File: config.mk
export PLATFORM = sky130hd
export DESIGN_NAME = ring_irq_srcid_queue
export DESIGN_NICKNAME = d
export VERILOG_FILES = /design/src/rtl/rsq_pkg.sv /design/src/rtl/rsq_bus_dec.sv /design/src/rtl/rsq_rx_demux.sv /design/src/rtl/rsq_id_fifo.sv /design/src/rtl/rsq_arm_ctrl.sv /design/src/rtl/ring_irq_srcid_queue.sv
export SDC_FILE = /design/constraint.sdc
export NUM_CORES = 1
export LEC_CHECK = 0
export ABC_AREA = 1
export CAP_MARGIN = 20
export CORE_ASPECT_RATIO = 1.75
export CORE_MARGIN = 2
export CORE_UTILIZATION = 36
export DETAILED_ROUTE_END_ITERATION = 10
export PLACE_DENSITY_LB_ADDON = 0.1
export SLEW_MARGIN = 20
export SYNTH_ARGS = -nofsm -noshare
export SYNTH_HDL_FRONTEND = slang
export SYNTH_SLANG_ARGS = --single-unit
File: constraint.sdc
create_clock -name clk -period 2.61 [get_ports clk]
set_input_delay 0.6525 -clock clk [delete_from_list [all_inputs] [get_ports clk]]
set_output_delay 0.6525 -clock clk [all_outputs]
set_load 0.02 [all_outputs]
File: src/rtl/rsq_pkg.sv
package rsq_pkg;

  localparam int unsigned RSQ_ID_W   = 8;
  localparam int unsigned RSQ_DEPTH  = 8;
  localparam int unsigned RSQ_LVLS   = 3;
  localparam int unsigned RSQ_ADDR_W = 8;
  localparam int unsigned RSQ_BASE   = 'h26;
  localparam int unsigned RSQ_STRIDE = 4;

  // Byte address of the ID register for one interrupt level.
  function automatic int unsigned rsq_lvl_addr(input int unsigned base,
                                               input int unsigned stride,
                                               input int unsigned lvl);
    return base + stride * lvl;
  endfunction

endpackage

File: src/rtl/rsq_bus_dec.sv
module rsq_bus_dec
  import rsq_pkg::*;
#(
  parameter int unsigned LVLS   = RSQ_LVLS,
  parameter int unsigned ADDR_W = RSQ_ADDR_W,
  parameter int unsigned BASE   = RSQ_BASE,
  parameter int unsigned STRIDE = RSQ_STRIDE
) (
  input  logic              bus_en,
  input  logic              bus_we,
  input  logic [ADDR_W-1:0] bus_addr,
  output logic              rd_req,
  output logic [LVLS-1:0]   rd_hit,
  output logic [LVLS-1:0]   wr_hit
);

  assign rd_req = bus_en & ~bus_we;

  for (genvar g = 0; g < LVLS; g++) begin : g_lvl
    logic match;
    assign match     = (bus_addr == ADDR_W'(rsq_lvl_addr(BASE, STRIDE, g)));
    assign rd_hit[g] = bus_en & ~bus_we & match;
    assign wr_hit[g] = bus_en &  bus_we & match;
  end

endmodule

File: src/rtl/rsq_rx_demux.sv
module rsq_rx_demux
  import rsq_pkg::*;
#(
  parameter int unsigned LVLS  = RSQ_LVLS,
  localparam int unsigned LVL_W = (LVLS > 1) ? $clog2(LVLS) : 1
) (
  input  logic             rx_valid,
  input  logic             rx_is_irq,
  input  logic [LVL_W-1:0] rx_level,
  output logic [LVLS-1:0]  push
);

  for (genvar g = 0; g < LVLS; g++) begin : g_lvl
    assign push[g] = rx_valid & rx_is_irq & (rx_level == LVL_W'(g));
  end

endmodule

File: src/rtl/rsq_id_fifo.sv
module rsq_id_fifo
  import rsq_pkg::*;
#(
  parameter int unsigned ID_W  = RSQ_ID_W,
  parameter int unsigned DEPTH = RSQ_DEPTH,
  localparam int unsigned CNT_W = $clog2(DEPTH + 1)
) (
  input  logic             clk,
  input  logic             rst_n,
  input  logic             push,
  input  logic [ID_W-1:0]  din,
  input  logic             pop,
  input  logic             flush,
  output logic [ID_W-1:0]  head,
  output logic [CNT_W-1:0] cnt,
  output logic             ovf,
  output logic             pop_done
);

  localparam int unsigned PTR_W = (DEPTH > 1) ? $clog2(DEPTH) : 1;

  logic [ID_W-1:0]  mem_q [DEPTH];
  logic [PTR_W-1:0] wr_q, wr_d, rd_q, rd_d;
  logic [CNT_W-1:0] cnt_q, cnt_d;
  logic             ovf_q, ovf_d;
  logic             empty, has_room, push_ok, pop_ok;

  function automatic logic [PTR_W-1:0] ptr_inc(input logic [PTR_W-1:0] p);
    return (p == PTR_W'(DEPTH - 1)) ? '0 : p + 1'b1;
  endfunction

  // Next state: a flush wins over everything; a pop in the same cycle
  // frees the slot a push into a full queue needs.
  always_comb begin
    empty    = (cnt_q == '0);
    pop_ok   = pop & ~flush & ~empty;
    has_room = (cnt_q != CNT_W'(DEPTH)) | pop_ok;
    push_ok  = push & ~flush & has_room;

    wr_d  = wr_q;
    rd_d  = rd_q;
    cnt_d = cnt_q;
    ovf_d = ovf_q;
    if (flush) begin
      wr_d  = '0;
      rd_d  = '0;
      cnt_d = '0;
      ovf_d = 1'b0;
    end else begin
      if (push_ok) wr_d = ptr_inc(wr_q);
      if (pop_ok)  rd_d = ptr_inc(rd_q);
      cnt_d = cnt_q + CNT_W'(push_ok) - CNT_W'(pop_ok);
      if (push && !has_room) ovf_d = 1'b1;
    end
  end

  always_ff @(posedge clk or negedge rst_n) begin
    if (!rst_n) begin
      wr_q  <= '0;
      rd_q  <= '0;
      cnt_q <= '0;
      ovf_q <= 1'b0;
    end else begin
      wr_q  <= wr_d;
      rd_q  <= rd_d;
      cnt_q <= cnt_d;
      ovf_q <= ovf_d;
    end
  end

  // Storage carries no reset; the head is only used when cnt is non-zero.
  always_ff @(posedge clk) begin
    if (push_ok) mem_q[wr_q] <= din;
  end

  assign head     = mem_q[rd_q];
  assign cnt      = cnt_q;
  assign ovf      = ovf_q;
  assign pop_done = pop_ok;

endmodule

File: src/rtl/rsq_arm_ctrl.sv
module rsq_arm_ctrl (
  input  logic clk,
  input  logic rst_n,
  input  logic pop_done,
  input  logic flush,
  output logic armed
);

  logic armed_q, armed_d;

  // Disarmed for the single cycle after an entry is taken; a flush re-arms.
  always_comb begin
    armed_d = armed_q;
    if (flush)         armed_d = 1'b1;
    else if (pop_done) armed_d = 1'b0;
    else               armed_d = 1'b1;
  end

  always_ff @(posedge clk or negedge rst_n) begin
    if (!rst_n) armed_q <= 1'b1;
    else        armed_q <= armed_d;
  end

  assign armed = armed_q;

endmodule

File: src/rtl/ring_irq_srcid_queue.sv
module ring_irq_srcid_queue
  import rsq_pkg::*;
#(
  parameter int unsigned ID_W   = RSQ_ID_W,
  parameter int unsigned DEPTH  = RSQ_DEPTH,
  parameter int unsigned LVLS   = RSQ_LVLS,
  parameter int unsigned ADDR_W = RSQ_ADDR_W,
  parameter int unsigned BASE   = RSQ_BASE,
  parameter int unsigned STRIDE = RSQ_STRIDE,
  localparam int unsigned LVL_W = (LVLS > 1) ? $clog2(LVLS) : 1
) (
  input  logic              clk,
  input  logic              rst_n,
  input  logic              rx_valid,
  input  logic              rx_is_irq,
  input  logic [LVL_W-1:0]  rx_level,
  input  logic [ID_W-1:0]   rx_sender,
  input  logic              bus_en,
  input  logic              bus_we,
  input  logic [ADDR_W-1:0] bus_addr,
  output logic [ID_W-1:0]   bus_rdata,
  output logic [LVLS-1:0]   irq,
  output logic [LVLS-1:0]   ovf
);

  localparam int unsigned CNT_W = $clog2(DEPTH + 1);

  logic                   rd_req;
  logic [LVLS-1:0]        rd_hit, wr_hit, push, pop_done, armed, lvl_empty;
  logic [ID_W-1:0]        head_arr [LVLS];
  logic [LVLS*CNT_W-1:0]  cnt_flat;
  logic [ID_W-1:0]        sel_head, rdata_q, rdata_d;

  rsq_bus_dec #(
    .LVLS(LVLS), .ADDR_W(ADDR_W), .BASE(BASE), .STRIDE(STRIDE)
  ) u_dec (
    .bus_en  (bus_en),
    .bus_we  (bus_we),
    .bus_addr(bus_addr),
    .rd_req  (rd_req),
    .rd_hit  (rd_hit),
    .wr_hit  (wr_hit)
  );

  rsq_rx_demux #(.LVLS(LVLS)) u_demux (
    .rx_valid (rx_valid),
    .rx_is_irq(rx_is_irq),
    .rx_level (rx_level),
    .push     (push)
  );

  for (genvar g = 0; g < LVLS; g++) begin : g_lvl
    logic [CNT_W-1:0] cnt_g;

    rsq_id_fifo #(.ID_W(ID_W), .DEPTH(DEPTH)) u_fifo (
      .clk     (clk),
      .rst_n   (rst_n),
      .push    (push[g]),
      .din     (rx_sender),
      .pop     (rd_hit[g]),
      .flush   (wr_hit[g]),
      .head    (head_arr[g]),
      .cnt     (cnt_g),
      .ovf     (ovf[g]),
      .pop_done(pop_done[g])
    );

    rsq_arm_ctrl u_arm (
      .clk     (clk),
      .rst_n   (rst_n),
      .pop_done(pop_done[g]),
      .flush   (wr_hit[g]),
      .armed   (armed[g])
    );

    assign lvl_empty[g]                = (cnt_g == '0);
    assign cnt_flat[g*CNT_W +: CNT_W]  = cnt_g;
    assign irq[g]                      = armed[g] & ~lvl_empty[g];
  end

  // Read data: head of the addressed non-empty level, else the empty code.
  always_comb begin
    sel_head = '1;
    for (int l = 0; l < LVLS; l++) begin
      if (rd_hit[l] && !lvl_empty[l]) sel_head = head_arr[l];
    end
    rdata_d = rdata_q;
    if (rd_req) rdata_d = sel_head;
  end

  always_ff @(posedge clk or negedge rst_n) begin
    if (!rst_n) rdata_q <= '0;
    else        rdata_q <= rdata_d;
  end

  assign bus_rdata = rdata_q;

endmodule

# After elaboration in Yosys (flattened, before gate mapping)
# Memory sizes are Yosys's and may differ from the RTL's.
# Cells that the tools add are included.
# word_totals
register_bits	44
mem_bits_rw	192
input_bits	24
output_inout_bits	14
word_cells	149
n_memories	3
# op_classes
add_sub_neg	12
eq_ne	14
muxes	42
bitwise_logic	37
reduce_logical	25
# memory_table
name	words	width	read_ports	rd_ports_with_merged_regs	wr	line	rtl
g_lvl[0].u_fifo.mem_q	8	8	1	0	1	rsq_id_fifo.sv:22	logic [ID_W-1:0] mem_q [DEPTH];
g_lvl[1].u_fifo.mem_q	8	8	1	0	1	rsq_id_fifo.sv:22	
g_lvl[2].u_fifo.mem_q	8	8	1	0	1	rsq_id_fifo.sv:22	
# ops
op	count
$mux W3	18
$and A1 B1 Y1	27
$eq A8 B6 Y1 const B	3
$mux W8	3
$add A3 B1 Y3 const B	6
$eq A3 B3 Y1 const B	6
$mux W1	18
$reduce_bool A2 Y1	9
$add A4 B1 Y4	3
$logic_not A4 Y1	3
$mux W4	3
$ne A4 B4 Y1 const B	3
$sub A4 B1 Y4	3
$not A1 Y1	7
$logic_and A1 B1 Y1	6
$logic_not A1 Y1	6
$or A1 B1 Y1	3
$eq A2 B1 Y1 const B	1
$eq A2 B2 Y1 const B	1
$logic_not A2 Y1	1

# Logic depth before layout (Yosys ltp)
# logic_depth
ltp_word	10
mapped_depth	13
ltp_nobuf	13

# Modules after synthesis
# A second synthesis with hierarchy kept.
# hier_totals
cells_unflattened	1034
area_unflattened_um2	10800.4
# modules_own_cells
module	instances	cells_each	area_per_inst_um2	seq_area_each_um2
rsq_id_fifo (g_lvl[0].u_fifo)	1	289	3271.9	2197.1
rsq_id_fifo (g_lvl[2].u_fifo)	1	288	3253.1	2197.1
rsq_id_fifo (g_lvl[1].u_fifo)	1	287	3249.4	2197.1
ring_irq_srcid_queue	1	123	769.5	200.2
rsq_bus_dec	1	29	116.4	0.0
rsq_arm_ctrl	3	3	33.8	26.3
rsq_rx_demux	1	9	38.8	0.0

# Worst setup path after synthesis
# No wires, ideal clock.
# synth_timing
path_kind	input -> register
from	input port bus_addr[4]
to	memory g_lvl[0].u_fifo.mem_q[1][0] (netlist bit), enable pin
setup_ns	0.383
arrival_ns	2.004
required_ns	2.227
slack_ns	0.223
path_stages	7
n_path_buf	0
cell_sequence	inv_1 > nand2_2 > nor2_8 > nand4_2 > nand3_2 > nand2_2 > nor3_1
# synth_via
elab_chain_cells	9
elab_cells_between_ends	11
cone_classes	eq/ne (1); mux (2); bitwise (8)
# synth_rtl
item	line	rtl
start: declaration	ring_irq_srcid_queue.sv:20	input logic [ADDR_W-1:0] bus_addr,
$eq A8 B6 Y1 (*)	rsq_bus_dec.sv:21	assign match = (bus_addr == ADDR_W'(rsq_lvl_addr(BASE, STRIDE, g)));
$and A1 B1 Y1	rsq_bus_dec.sv:23	assign wr_hit[g] = bus_en & bus_we & match;
$not A1 Y1	rsq_id_fifo.sv:36, rsq_id_fifo.sv:38	
$and A1 B1 Y1 (2 in series)	rsq_id_fifo.sv:36	pop_ok = pop & ~flush & ~empty;
$or A1 B1 Y1	rsq_id_fifo.sv:37	has_room = (cnt_q != CNT_W'(DEPTH)) | pop_ok;
$and A1 B1 Y1 (*)	rsq_id_fifo.sv:38	push_ok = push & ~flush & has_room;
$mux W1 (*)	rsq_id_fifo.sv:73	if (push_ok) mem_q[wr_q] <= din;
$mux W1 (not written as such) (*)	rsq_id_fifo.sv:73	
end: declaration	rsq_id_fifo.sv:22	
# Every way passes the cells marked *; elsewhere a longest branch is shown, timed or not.

# Final worst setup path
# layout_timing
from	register g_lvl[2].u_fifo.cnt_q[2]
to	output port irq[2]
# layout_via
elab_chain_cells	3
# layout_rtl
item	line	rtl
start: declaration	rsq_id_fifo.sv:24	logic [CNT_W-1:0] cnt_q, cnt_d;
start signal: assignment	rsq_id_fifo.sv:66	cnt_q <= cnt_d;
$logic_not A4 Y1	ring_irq_srcid_queue.sv:76	assign lvl_empty[g] = (cnt_g == '0);
$not A1 Y1	ring_irq_srcid_queue.sv:78	assign irq[g] = armed[g] & ~lvl_empty[g];
$and A1 B1 Y1	ring_irq_srcid_queue.sv:78	
end: declaration	ring_irq_srcid_queue.sv:22	output logic [LVLS-1:0] irq,
# Every way passes these cells.

==> results summary <==
The finished layout holds 1491 standard cells, fillers aside. The total negative setup slack came out at 0 ns. The end-of-flow core utilization is 0.4348. Counting flops with an async set or reset pin after synthesis yields a share of 0.1864. The antenna diode count is 0.

For this configuration, the core starts out at a cell density of 0.3662. Among all flip-flop cells after synthesis, the most frequent one is sky130_fd_sc_hd__edfxtp_1. By count the netlist is led by 293 x sky130_fd_sc_hd__nand2_1, 192 x sky130_fd_sc_hd__edfxtp_1, 121 x sky130_fd_sc_hd__nand3_1, 86 x sky130_fd_sc_hd__inv_1, 66 x sky130_fd_sc_hd__nor2_1. The standard cell core area is 28730 µm². The number of failing setup endpoints in the final timing report is 0. The number of buffers inserted by port buffering is 37.

The iteration count of the initial detailed-routing pass is 4. Counting distinct cell types in the post-synthesis netlist gives 37. The number of buffers added by the clock tree synthesis step is 23.

For the worst-skew pair, the clock arrives at the later sink with an insertion delay of 0.53 ns. The clock root buffer is sky130_fd_sc_hd__clkbuf_16. The via count is 7130. The worst clock skew came out at 0.02071 ns. The path class of the tightest hold or removal check is in -> async. TritonCTS built the clock tree. Of all nets on the critical path, the largest fanout is 3. The worst endpoint required time came out at 1.96 ns. The sum of net half-perimeters after detailed placement is 18140 µm. The routed wirelength normalized by instance count is 17.75 µm.

The signed area change from the synthesized netlist to the final layout came out at 18.71%. The most common cell in the synthesized netlist is sky130_fd_sc_hd__nand2_1. The worst setup path is launched from a register. The synthesized design contains 192 enable-type register cells.

The peak ir drop on the vdd network came out at 0.0004973 V. No sink is reached through more buffers than the 3 on the longest clock path. The nature of the critical path endpoint is an output pin. The global-route congestion overflow total came out at 0. For this design the ratio of total power to cell area is 768.2 nW/µm². The cell total after placement is 1450. The slew at the pin with the worst max-slew slack is 0.5905 ns. The post-synthesis net count came out at 1054. The dominant cell type by area after synthesis is sky130_fd_sc_hd__edfxtp_1.

The synthesized area came out at 10520 µm². The flip-flop and latch count after synthesis came out at 236. The highest cell delay on the worst timing path is 0.36 ns. The initial antenna violation count is 0. The shortest clock period the worst path allows after layout came out at 2.483 ns. The design area came out at 12490 µm². Routability-driven placement finished with a final weighted congestion of 0.8059. By area the synthesized netlist is led by sky130_fd_sc_hd__edfxtp_1 55%, sky130_fd_sc_hd__nand2_1 10%, sky130_fd_sc_hd__dfrtp_1 9.8%, sky130_fd_sc_hd__nand3_1 5.8%, sky130_fd_sc_hd__ha_1 3.2%. The run finished with clean final reports. The average cell area after synthesis is 10.52 µm². The number of routed nets with antenna violations came out at 0. The fraction of synthesized cell area taken by the top area cell type is 0.5480. At the worst endpoint, the arrival time is 1.83 ns. The headroom to the max-slew limit is 0.6039.

The number of sinks on the clock net came out at 236. Of the available clock period, the critical path in the final layout requires 0.9514. Based on the critical path, the design can be clocked at up to 402.7 MHz. In the routed design, unresolved DRC markers number 0. The hold slack is 0.03051 ns. The H-tree depth is 1. The library cell contributing the largest single delay on the critical path is sky130_fd_sc_hd__dfrtp_1. The number of global-route vias before repair came out at 7242.

The worst register-to-register path has a setup slack of 0.43 ns. The number of synthesis warnings is 0. From left edge to right edge, the die measures 133.2 µm. Traced cell by cell, the critical path runs through inv_1 > ha_1 > nand3_2 > and2_1 > dlygate4sd2_1. The wire length after detailed routing is 26470 µm.

The DRC violation total after the first TritonRoute iteration is 413. Setup repair after global routing left no endpoint under its margin. The die area came out at 30660 µm². Max-cap violations in this run came to 0. The worst setup path is of the reg -> out kind. The share of post-route cells with drive strength above 1 came out at 0.1330. The number of nets at the end of the flow came out at 1151. The floorplan row count came out at 82.

In the synthesized netlist, the number of instances is 1000. The average vias per placed instance is 4.782. The cell area after placement came out at 11720 µm². 38 I/O pins were placed. The sequential share of the synthesized area came out at 0.6530. After clock tree synthesis, the setup repair step added 0 buffers. In this run the static leakage power is 5.161 nW. The final count of hold timing violations came to 0.

The global-route usage over all layers came out at 0.1759. The die boundary height came out at 230.2 µm. The count of final max-slew check failures came to 0. The first global-routing pass estimated 41020 µm of wire. The largest net degree at the start of global routing came out at 35. The clock-pin transition on the worst setup and hold timing paths is 0.07 ns.
[stage by stage]
step           total power [mW]  setup WS [ns]
6_report                  9.595         0.1269
5_1_grt                   10.12        0.03151
4_1_cts                   9.704        0.03355
3_5_place_dp              6.256        -0.1906
3_3_place_gp              6.233        -0.1746
2_1_floorplan             5.668         0.2227
[sequential cells by signal, summed over array words and instances, names as in the netlist]
register / flops
bus_rdata: 8
g_lvl.u_arm.armed: 3
g_lvl.u_fifo.cnt: 12
g_lvl.u_fifo.mem_q: 192
g_lvl.u_fifo.ovf: 3
g_lvl.u_fifo.rd_q: 9
g_lvl.u_fifo.wr_q: 9
[cell families after synthesis]
family / share of synthesized area
compound gates: 0.03912
xor+xnor: 0.002498
fa+ha+maj: 0.03782
buf+inv: 0.05280
flops: 0.6530
simple gates: 0.2148
[routing by layer]
| metal | vias to the layer above | wire length [µm] | track usage |
|---|---|---|---|
| met3 | 40 | 826 | 0.01852 |
| met1 | 3458 | 10100 | 0.1947 |
| met2 | 104 | 14770 | 0.3438 |
| met4 | 0 | 770 | 0.06084 |
| met5 | - | 0 | 0 |
| li1 | 3528 | - | - |
[cells in the final DEF (no fill, tap or decap), types with 2 or more instances in the layout]
master | Yosys | final
sky130_fd_sc_hd__nor2_4 | 2 | 2
sky130_fd_sc_hd__dfstp_2 | 3 | 3
sky130_fd_sc_hd__nor3_1 | 6 | 6
sky130_fd_sc_hd__clkinv_1 | 5 | 7
sky130_fd_sc_hd__a21boi_0 | 2 | 2
sky130_fd_sc_hd__buf_4 | 5 | 74
sky130_fd_sc_hd__o21ai_1 | 6 | 6
sky130_fd_sc_hd__nand2_2 | 5 | 5
sky130_fd_sc_hd__nand3_1 | 121 | 120
sky130_fd_sc_hd__nand4_2 | 2 | 2
sky130_fd_sc_hd__clkdlybuf4s50_1 | 0 | 33
sky130_fd_sc_hd__a21o_1 | 3 | 3
sky130_fd_sc_hd__nor2_1 | 66 | 66
sky130_fd_sc_hd__inv_1 | 86 | 86
sky130_fd_sc_hd__nand3_2 | 6 | 7
sky130_fd_sc_hd__or2_2 | 3 | 3
sky130_fd_sc_hd__nor2_2 | 5 | 5
sky130_fd_sc_hd__bufinv_16 | 0 | 4
sky130_fd_sc_hd__fa_1 | 3 | 3
sky130_fd_sc_hd__clkinv_2 | 0 | 6
sky130_fd_sc_hd__xor2_1 | 3 | 3
sky130_fd_sc_hd__clkbuf_16 | 0 | 23
sky130_fd_sc_hd__ha_1 | 27 | 27
sky130_fd_sc_hd__dfrtp_1 | 41 | 41
sky130_fd_sc_hd__edfxtp_1 | 192 | 192
sky130_fd_sc_hd__inv_2 | 6 | 6
sky130_fd_sc_hd__clkbuf_1 | 13 | 4
sky130_fd_sc_hd__dlygate4sd2_1 | 0 | 3
sky130_fd_sc_hd__o21ai_0 | 57 | 57
sky130_fd_sc_hd__nand2_1 | 293 | 293
sky130_fd_sc_hd__a21oi_1 | 8 | 8
[critical path, delay by kind of cell, from the launching register on]
| kind | cells | cell delay (ns) |
|---|---|---|
| buffers and inverters | 2 | 0.42 |
| flip-flops | 1 | 0.36 |
| AND/OR/NAND/NOR | 2 | 0.33 |
| adder cells (fa/ha/maj) | 1 | 0.19 |
[final timing paths]
| check | from | to | depth (start not counted) |
|---|---|---|---|
| hold reg to reg | bus_rdata[5]$_DFFE_PN0N_ | bus_rdata[5]$_DFFE_PN0N_ | 2 |
| setup reg to reg | g_lvl[2].u_fifo.cnt[2]$_DFF_PN0_ | g_lvl[2].u_fifo.cnt[2]$_DFF_PN0_ | 11 |
| max in group asynchronous | rst_n | g_lvl[1].u_arm.armed$_DFF_PN1_ | 2 |
| setup / recovery | g_lvl[2].u_fifo.cnt[2]$_DFF_PN0_ | irq[2] | 5 |
| min in group clk | bus_rdata[5]$_DFFE_PN0N_ | bus_rdata[5]$_DFFE_PN0N_ | 2 |
| hold / removal | rst_n | g_lvl[2].u_fifo.rd_q[0]$_DFFE_PN0P_ | 1 |
[final cells by class]
cell class                      count  area [µm²]
Fill cell                        2838       16240
Tap cell                          378       473.0
Timing Repair Buffer              111       917.1
Clock buffer                       27       590.6
Multi-Input combinational cell    628        3100
Clock inverter                     14       173.9
Sequential cell                   236        6870
Inverter                           97       364.1
[power breakdown]
part	internal, mW	switching [mW]
Sequential	4.32	0.189
Combinational	0.617	1.02
Clock	2.02	1.43
Total	6.96	2.64
[repair_timing]
action                     in CTS  in global routing
setup endpoints to repair       3                  1
gates resized for setup         3                  1
hold buffers                    0                  0
No activity file was read; power rests on OpenSTA's default activity.
